$ cat config.mk
export PLATFORM = sky130hd
export DESIGN_NAME = gpr_file
export DESIGN_NICKNAME = d
export VERILOG_FILES = /design/src/rtl/gpr_pkg.sv /design/src/rtl/gpr_port_map.sv /design/src/rtl/gpr_merge.sv /design/src/rtl/gpr_extract.sv /design/src/rtl/gpr_file.sv
export SDC_FILE = /design/constraint.sdc
export NUM_CORES = 2
export LEC_CHECK = 0
export BUFFER_PORTS_ARGS = -buffer_cell sky130_fd_sc_hd__buf_2
export CAP_MARGIN = 25
export CORE_ASPECT_RATIO = 1.1
export CORE_MARGIN = 1.5
export CORE_UTILIZATION = 30
export DETAILED_ROUTE_END_ITERATION = 6
export SYNTH_ARGS = -nofsm -noshare
export SYNTH_HDL_FRONTEND = slang
export SYNTH_HIERARCHICAL = 1
export SYNTH_SLANG_ARGS = --single-unit
$ cat constraint.sdc
create_clock -name clk_i -period 6.9 [get_ports clk_i]
set_clock_uncertainty 0.1 [all_clocks]
set_input_delay 0 -clock clk_i [delete_from_list [all_inputs] [get_ports clk_i]]
set_output_delay 0 -clock clk_i [all_outputs]
set_load 0.05 [all_outputs]
$ cat src/rtl/gpr_pkg.sv
package gpr_pkg;
  localparam int XLEN = 64;

  typedef enum logic [1:0] {
    SZ_B = 2'd0,
    SZ_W = 2'd1,
    SZ_D = 2'd2,
    SZ_Q = 2'd3
  } gpr_size_e;
endpackage

$ cat src/rtl/gpr_port_map.sv
module gpr_port_map
  import gpr_pkg::*;
#(
  parameter int NUM_REGS    = 16,
  parameter int LEGACY_REGS = 8,
  localparam int IDX_W      = $clog2(NUM_REGS)
) (
  input  logic [IDX_W-1:0] num_i,
  input  gpr_size_e        size_i,
  input  logic             rex_i,
  input  logic             long_mode_i,
  output logic [IDX_W-1:0] phys_o,
  output logic             hi_o,
  output logic             illegal_o
);
  logic rex_eff;

  // REX only exists in 64-bit mode
  assign rex_eff   = rex_i & long_mode_i;
  assign illegal_o = !long_mode_i && (int'(num_i) >= LEGACY_REGS);

  // numbers 4..7 without REX select bits 15:8 of regs 0..3
  assign hi_o   = (size_i == SZ_B) && !rex_eff && (num_i >= IDX_W'(4)) && (num_i <= IDX_W'(7));
  assign phys_o = hi_o ? {{(IDX_W-2){1'b0}}, num_i[1:0]} : num_i;
endmodule

$ cat src/rtl/gpr_merge.sv
module gpr_merge
  import gpr_pkg::*;
(
  input  logic [XLEN-1:0] old_i,
  input  logic [XLEN-1:0] data_i,
  input  gpr_size_e       size_i,
  input  logic            hi_i,
  output logic [XLEN-1:0] new_o
);
  always_comb begin
    unique case (size_i)
      SZ_B:    new_o = hi_i ? {old_i[XLEN-1:16], data_i[7:0], old_i[7:0]}
                            : {old_i[XLEN-1:8], data_i[7:0]};
      SZ_W:    new_o = {old_i[XLEN-1:16], data_i[15:0]};
      SZ_D:    new_o = {{(XLEN-32){1'b0}}, data_i[31:0]};
      default: new_o = data_i;
    endcase
  end
endmodule

$ cat src/rtl/gpr_extract.sv
module gpr_extract
  import gpr_pkg::*;
(
  input  logic [XLEN-1:0] val_i,
  input  gpr_size_e       size_i,
  input  logic            hi_i,
  input  logic            kill_i,
  output logic [XLEN-1:0] data_o
);
  always_comb begin
    if (kill_i) begin
      data_o = '0;
    end else begin
      unique case (size_i)
        SZ_B:    data_o = {{(XLEN-8){1'b0}}, hi_i ? val_i[15:8] : val_i[7:0]};
        SZ_W:    data_o = {{(XLEN-16){1'b0}}, val_i[15:0]};
        SZ_D:    data_o = {{(XLEN-32){1'b0}}, val_i[31:0]};
        default: data_o = val_i;
      endcase
    end
  end
endmodule

$ cat src/rtl/gpr_file.sv
module gpr_file
  import gpr_pkg::*;
#(
  parameter int NUM_REGS    = 16,
  parameter int LEGACY_REGS = 8,
  localparam int IDX_W      = $clog2(NUM_REGS),
  localparam int NPORT      = 3
) (
  input  logic             clk_i,
  input  logic             rst_ni,
  input  logic             long_mode_i,
  input  logic             wr_en_i,
  input  logic [IDX_W-1:0] wr_num_i,
  input  logic [1:0]       wr_size_i,
  input  logic             wr_rex_i,
  input  logic [XLEN-1:0]  wr_data_i,
  input  logic [IDX_W-1:0] ra_num_i,
  input  logic [1:0]       ra_size_i,
  input  logic             ra_rex_i,
  output logic [XLEN-1:0]  ra_data_o,
  input  logic [IDX_W-1:0] rb_num_i,
  input  logic [1:0]       rb_size_i,
  input  logic             rb_rex_i,
  output logic [XLEN-1:0]  rb_data_o,
  output logic [NPORT-1:0] illegal_o
);
  // port 0 = write, 1 = read A, 2 = read B
  logic [NUM_REGS-1:0][XLEN-1:0] reg_q;
  logic [NPORT-1:0][IDX_W-1:0]   num;
  logic [NPORT-1:0][1:0]         size;
  logic [NPORT-1:0]              rex;
  logic [NPORT-1:0][IDX_W-1:0]   phys;
  logic [NPORT-1:0]              hi;
  logic [NPORT-1:0]              ill;
  logic [XLEN-1:0]               wr_new;
  logic                          wr_ok;
  logic [NPORT-1:0][XLEN-1:0]    rd_data;

  assign num  = {rb_num_i,  ra_num_i,  wr_num_i};
  assign size = {rb_size_i, ra_size_i, wr_size_i};
  assign rex  = {rb_rex_i,  ra_rex_i,  wr_rex_i};

  for (genvar p = 0; p < NPORT; p++) begin : g_map
    gpr_port_map #(
      .NUM_REGS   (NUM_REGS),
      .LEGACY_REGS(LEGACY_REGS)
    ) i_map (
      .num_i      (num[p]),
      .size_i     (gpr_size_e'(size[p])),
      .rex_i      (rex[p]),
      .long_mode_i(long_mode_i),
      .phys_o     (phys[p]),
      .hi_o       (hi[p]),
      .illegal_o  (ill[p])
    );
  end

  assign wr_ok     = wr_en_i && !ill[0];
  assign illegal_o = {ill[2], ill[1], ill[0] & wr_en_i};

  gpr_merge i_merge (
    .old_i (reg_q[phys[0]]),
    .data_i(wr_data_i),
    .size_i(gpr_size_e'(wr_size_i)),
    .hi_i  (hi[0]),
    .new_o (wr_new)
  );

  for (genvar r = 0; r < NUM_REGS; r++) begin : g_reg
    always_ff @(posedge clk_i or negedge rst_ni) begin
      if (!rst_ni)                                 reg_q[r] <= '0;
      else if (wr_ok && phys[0] == IDX_W'(r))      reg_q[r] <= wr_new;
    end
  end

  for (genvar p = 1; p < NPORT; p++) begin : g_rd
    logic [XLEN-1:0] raw;
    // write-through bypass
    assign raw = (wr_ok && phys[p] == phys[0]) ? wr_new : reg_q[phys[p]];
    gpr_extract i_ext (
      .val_i (raw),
      .size_i(gpr_size_e'(size[p])),
      .hi_i  (hi[p]),
      .kill_i(ill[p]),
      .data_o(rd_data[p])
    );
  end

  assign ra_data_o = rd_data[1];
  assign rb_data_o = rd_data[2];


  upper_clear_chk: assert property (@(posedge clk_i) disable iff (!rst_ni)
    (wr_ok && wr_size_i == 2'(SZ_D)) |=> (reg_q[$past(phys[0])][XLEN-1:32] == '0));


  word_keep_chk: assert property (@(posedge clk_i) disable iff (!rst_ni)
    (wr_ok && wr_size_i == 2'(SZ_W))
      |=> (reg_q[$past(phys[0])][XLEN-1:16] == $past(reg_q[phys[0]][XLEN-1:16])));


  illegal_hold_chk: assert property (@(posedge clk_i) disable iff (!rst_ni)
    illegal_o[0] |=> $stable(reg_q));


  illegal_read_chk: assert property (@(posedge clk_i) disable iff (!rst_ni)
    illegal_o[1] |-> (ra_data_o == '0));


  byte_zext_chk: assert property (@(posedge clk_i) disable iff (!rst_ni)
    (ra_size_i == 2'(SZ_B)) |-> (ra_data_o[XLEN-1:8] == '0));


  bypass_chk: assert property (@(posedge clk_i) disable iff (!rst_ni)
    (wr_ok && !illegal_o[1] && ra_size_i == 2'(SZ_Q) && phys[1] == phys[0])
      |=> (reg_q[$past(phys[0])] == $past(ra_data_o)));
endmodule

# Yosys cells after proc, flatten, opt, wreduce, memory -nomap -nowiden
# Index checks and enable logic that the tools add are counted.
# word_totals
register_bits,1024
latch_bits,0
ram_bits,0
mem_bits_ro,0
in_bits,89
output_inout_bits,131
elab_cells,114
n_memories,0
# classes
add_sub_neg,0
multipliers,0
n_div,0
n_lt_le_gt_ge,12
n_eq_ne,23
shift,0
mux,19
bitwise_logic,4
n_reduce_logical,40
# ops
operator,n
binary-select mux 64 bit (select 4 bit),3
one-hot mux 64 bit (3 select lines),3
two-way mux 64 bit,7
equality test 4 bit (second input constant),8
logical AND 1 bit,31
equality test 4 x 3 -> 1 bit (second input constant),4
two-way mux 16 bit,1
two-way mux 8 bit,2
less-than comparator 4 x 5 -> 1 bit (second input constant),3
>= comparator 4 x 3 -> 1 bit (second input constant),3
>= comparator 4 bit (second input constant),3
<= comparator 4 x 3 -> 1 bit (second input constant),3
two-way mux 4 bit,3
equality test 4 x 2 -> 1 bit (second input constant),2
equality test 4 bit,2
equality test 2 x 1 -> 1 bit (second input constant),3
equality test 2 bit (second input constant),3
logical NOT 2 bit,3
logical NOT 1 bit,5
bitwise AND 1 bit,4
equality test 4 x 1 -> 1 bit (second input constant),1
logical NOT 4 bit,1

# Longest topological paths before layout
# depth
word_depth,14
depth_mapped,12
depth_no_buf,8

# Cells and area by module
# Netlist, hierarchy kept.
# modules_own_cells
mod,instances,cells_per_inst,area_per_inst_um2,seq_area_each_um2
gpr_file,1,3860,62144.6,25624.6
gpr_extract,2,91,701.9,0.0
gpr_merge,1,97,813.3,0.0
gpr_port_map,3,7,52.6,0.0

# Least setup slack after synthesis
# OpenSTA, ideal clock, no wires.
# synth_path
kind,input port to output port
start,in wr_rex_i
end,out ra_data_o[0]
arrival_time_ns,3.119
required_time_ns,6.800
path_slack_ns,3.681
cell_stages,12
path_buffers,4
cell_sequence,a2111oi_2 > nor2b_1 > buf_2 > clkbuf_1 > clkbuf_1 > mux4_2 > mux2i_1 > o21ai_0 > clkbuf_1 > mux2_2 > nand2b_1 > mux2i_1
# synth_lines
item,line_no,source
"start, declared",gpr_file.sv:15,"input logic wr_rex_i,"
"end, declared",gpr_file.sv:20,"output logic [XLEN-1:0] ra_data_o,"

==> results <==
- The endpoint kind of the worst setup timing path is a primary output.
- The starting utilization of the core area is 30.2%.
- After layout, the design draws a total of 0.0204 W.
- Cells with a size suffix above 1 make up 60.7% of the layout.
- The fraction of the mapped netlist area in adder cells is 0%.
- The final routed wirelength across all metal layers is 219,000 um.
- The via count of the first global-routing pass came to around 44,000.
- The path class of the tightest hold or removal check is input pin to flop.
- Max-cap violations in this run came to 0.
- At the worst endpoint, the arrival time is 4.43 ns.
- In this run the power density over the cells is 281 nW/um2.
- The worst relative slew slack is 19.6%.
- TritonCTS built the clock tree.
- The core region is roughly 210,000 um2.
- The initial antenna violation count was 18.
- In the synthesized netlist the dominant register cell turns out to be sky130_fd_sc_hd__dfrtp_1.
- The final net count is roughly 4,300.
- The overall global routing resource usage is 20.0%.
- The synthesis warning total is 6.
- Counting distinct cell types in the post-synthesis netlist gives 41.
- The setup path with the least slack is of type input pin to primary output.
- The mean post-synth cell area is 15.5 um2.
- The upper clock frequency limit is 221 MHz.
- Data on the critical path is required at its endpoint by 6.80 ns.
- The register with the most flip-flops in the layout has between 1,000 and 1,500 of them.
- The shortest clock period the worst path allows after layout is 4.53 ns.
- At the end of routability-driven placement, the weighted congestion stood at 0.770.
- The worst setup path is launched from an input pin.
- In the final layout, the registers with the most flip-flops are reg_q: 1024 flops.
- Clock latency on the worst-skew pair, taken at its later pin, is 0.78 ns.
- After floorplanning, the core was divided into 178 placement rows.
- The total standard cell area after synthesis is roughly 65,000 um2.
- The iteration count of the initial detailed-routing pass is 5.
- Summed over all failing endpoints, the final setup total negative slack is 0 ns.
- For met1 alone, demand over resource in global routing was between 20% and 30%.
- The part of the Yosys area used for sequential elements is about two fifths.
- The net count of the mapped netlist is 4,249.
- The number of cell instances on the worst register-to-register path is 7.
- Of the post-synthesis cell area, the part taken by muxes is 50.0%.
- The layer carrying the most global-route usage is met2.
- The flow ran to the end, and the final reports show no timing, DRC or antenna violations.
- The H-tree was split into 3 levels.
- The number of instances on the worst hold path is 3.
- The number of max-slew violations in the final report is 0.
- The violation count after the first detailed-routing iteration is 3,700.
- The total global routing overflow is 0.
- The slew at the pin with the worst max-slew slack is 1.20 ns.
- The worst-case clock buffer depth is 3.
- The tree is rooted in a sky130_fd_sc_hd__clkbuf_16.
- The worst slack at placement is between 2 and 3 ns.
- Of all nets on the critical path, the largest fanout is between 70 and 80.
- The die is 445 um wide.
- The share of the clock period used by the worst path is around two thirds.
- The synthesized netlist devotes less than 1% of its cell area to XOR and XNOR gates.
- After detailed routing, the average wire length per cell comes to 31.0 um.
- The number of nets with antenna violations after routing is 0.
- In the global route stage, met2 resource usage came out at between 30% and 40%.
- The routed layout has 42,000 vias.
- The final count of hold timing violations is 0.
- The DRC violation count after routing is 0.
- The vertical extent of the die is 489 um.
- The first global-routing pass estimated 319,000 um of wire.
- After clock tree synthesis, the repair step resized 0 gates.
- The clock transition time at the flip-flop clock pins of the worst setup and hold paths is 0.06 ns.
- The area fraction in and, or, nand and nor cells after synthesis is 2.97%.
- Buffers placed on the I/O ports in this run total ~220.
- Relative to the synthesized area, the layout overhead comes to 12.5%.
- Clock tree synthesis found a total of 1,024 sinks.
- The final setup violation count is 0.
- The vias per cell is 5.94.
- The floorplan die area is approximately 220,000 um2.
- Synthesis inferred 1,024 register bits.
- For this run, asynchronously set or reset flops after synthesis account for 100%.
- The instance count of the mapped netlist is 4,160.
- Summing the areas of all compound-gate instances in the mapped netlist gives 3.65% of the synthesized area.
- Clock tree synthesis inserted a total of between 100 and 150 buffers.
- The post-detailed-placement half-perimeter wirelength is around 120,000 um.
- Across the VDD grid, the largest voltage drop is 224 uV.
- The combinational family with the most area after synthesis is multiplexers.
- The final setup slack of the worst path is 2.37 ns.
- Setup repair after global routing left no endpoint under its margin.
- The register name with the most flops is reg_q.
- The maximum number of pins on one net before global-route repair is 169.
- The analysis attributes to cell leakage a power of a little over 30 nW.
- The number of enable-type register cells in the synthesized netlist is 0.
- The met3 layer usage reported by global route is 3.47%.
- Pin placement for this block handled 220 I/O pins.
## cells by family after synthesis
logic type / Yosys count
simple gates: 327
mux: 2033
compound gates: 309
flops: 1024
xor+xnor: 6
buf+inv: 461
## path summary, 6_finish.rpt
check	startpoint	slack [ns]	end
min in group asynchronous	rst_ni	0.48	reg_q[715]
worst min register to register	reg_q[774]	0.43	reg_q[774]
worst max register to register	reg_q[456]	3.90	reg_q[776]
worst max-delay path	wr_num_i[3]	2.37	ra_data_o[63]
worst min-delay path	wr_data_i[50]	0.03	reg_q[242]
max in group asynchronous	rst_ni	5.15	reg_q[426]
## cells in the final DEF (no fill, tap or decap), types with 3 or more instances in the layout
| master | n |
|---|---|
| sky130_fd_sc_hd__buf_8 | 8 |
| sky130_fd_sc_hd__diode_2 | 6 |
| sky130_fd_sc_hd__nand2_4 | 9 |
| sky130_fd_sc_hd__a2111oi_2 | 3 |
| sky130_fd_sc_hd__dfrtp_1 | 1024 |
| sky130_fd_sc_hd__buf_12 | 16 |
| sky130_fd_sc_hd__xor2_1 | 3 |
| sky130_fd_sc_hd__nor2b_4 | 6 |
| sky130_fd_sc_hd__and2_1 | 54 |
| sky130_fd_sc_hd__mux4_2 | 833 |
| sky130_fd_sc_hd__mux2_1 | 13 |
| sky130_fd_sc_hd__dlygate4sd3_1 | 56 |
| sky130_fd_sc_hd__nor2_4 | 3 |
| sky130_fd_sc_hd__mux2_2 | 1163 |
| sky130_fd_sc_hd__buf_16 | 5 |
| sky130_fd_sc_hd__nand2_1 | 128 |
| sky130_fd_sc_hd__nor2b_1 | 4 |
| sky130_fd_sc_hd__o21ai_0 | 15 |
| sky130_fd_sc_hd__xnor2_1 | 3 |
| sky130_fd_sc_hd__and2b_1 | 3 |
| sky130_fd_sc_hd__clkinv_16 | 3 |
| sky130_fd_sc_hd__clkbuf_1 | 24 |
| sky130_fd_sc_hd__clkbuf_16 | 114 |
| sky130_fd_sc_hd__a22o_1 | 32 |
| sky130_fd_sc_hd__bufinv_16 | 11 |
| sky130_fd_sc_hd__clkinv_2 | 21 |
| sky130_fd_sc_hd__mux2i_1 | 24 |
| sky130_fd_sc_hd__nand2b_1 | 33 |
| sky130_fd_sc_hd__a22oi_1 | 254 |
| sky130_fd_sc_hd__clkbuf_8 | 32 |
| sky130_fd_sc_hd__buf_2 | 212 |
| sky130_fd_sc_hd__buf_4 | 67 |
| sky130_fd_sc_hd__and2_4 | 62 |
## synthesized netlist by cell type, drive strengths merged, types with 2 or more instances
master / count / area, um2
clkbuf: 186 / 698
nand2: 137 / 514
o21ba: 2 / 20.0
xnor2: 3 / 26.3
nor3b: 3 / 33.8
nor2: 5 / 21.3
nor2b: 12 / 75.1
mux2: 1176 / 13200
a22oi: 254 / 1910
nand2b: 33 / 206
xor2: 3 / 26.3
o21ai: 16 / 80.1
nand3: 3 / 20.0
and2b: 3 / 22.5
and2: 117 / 882
mux4: 833 / 18800
nor4: 2 / 42.5
mux2i: 24 / 240
dfrtp: 1024 / 25600
buf: 271 / 1610
a22o: 32 / 280
nor3: 4 / 30.0
inv: 4 / 15.0
a2111oi: 3 / 45.0
and3b: 2 / 20.0
and3: 2 / 12.5
and4b: 2 / 20.0
## timing repair
action,4_1_cts,5_1_grt
hold buffers,57,0
buffers inserted,0,0
hold endpoints to repair,996,0
## per-layer routing
layer | vias up | wire length [um]
li1 | 16800 | -
met1 | 23000 | 88200
met2 | 1834 | 106000
met3 | 422 | 14500
met4 | 2 | 10100
met5 | - | 13
## through the flow
step                      cells  util (%)  hold WS (ns)  cell area, um2
after floorplan            4160         -        -0.396           64500
after global placement     6795      31.8       0.00720           67900
after detailed placement   6798      31.8        0.0100           68000
after CTS                  7066      33.9       0.00298           72500
after global routing       7073      34.0        0.0328           72600
final                      7074      34.0        0.0341           72600
## where the power goes
group	switching [W]	internal, W	total, W	leakage, nW
Clock	0.00271	0.00381	0.00652	1.97
Sequential	0.00110	0.00722	0.00832	13.5
Combinational	0.00243	0.00312	0.00555	15.4
## worst max-delay path: stages
cell,delay (ns)
sky130_fd_sc_hd__dlygate4sd3_1,0.65
sky130_fd_sc_hd__buf_2,0.32
sky130_fd_sc_hd__a2111oi_2,0.10
sky130_fd_sc_hd__nor2b_4,0.18
sky130_fd_sc_hd__buf_12,0.61
sky130_fd_sc_hd__xnor2_1,0.29
sky130_fd_sc_hd__o221a_2,0.21
sky130_fd_sc_hd__nand3_4,0.39
sky130_fd_sc_hd__buf_4,0.64
sky130_fd_sc_hd__mux2_2,0.52
sky130_fd_sc_hd__and4b_1,0.23
sky130_fd_sc_hd__buf_2,0.21
## final cells by class
class                      instances  area (um2)
antenna                            6        15.0
clock buffer                     170        3380
clock inverter                    41         614
fill                           20500      141000
inverter                           4        20.0
multi-input combinational       2675       36800
sequential                      1024       25600
tap                             2790        3490
timing repair buffer             364        2700
Note: power is estimated with default switching activity, not from simulation.
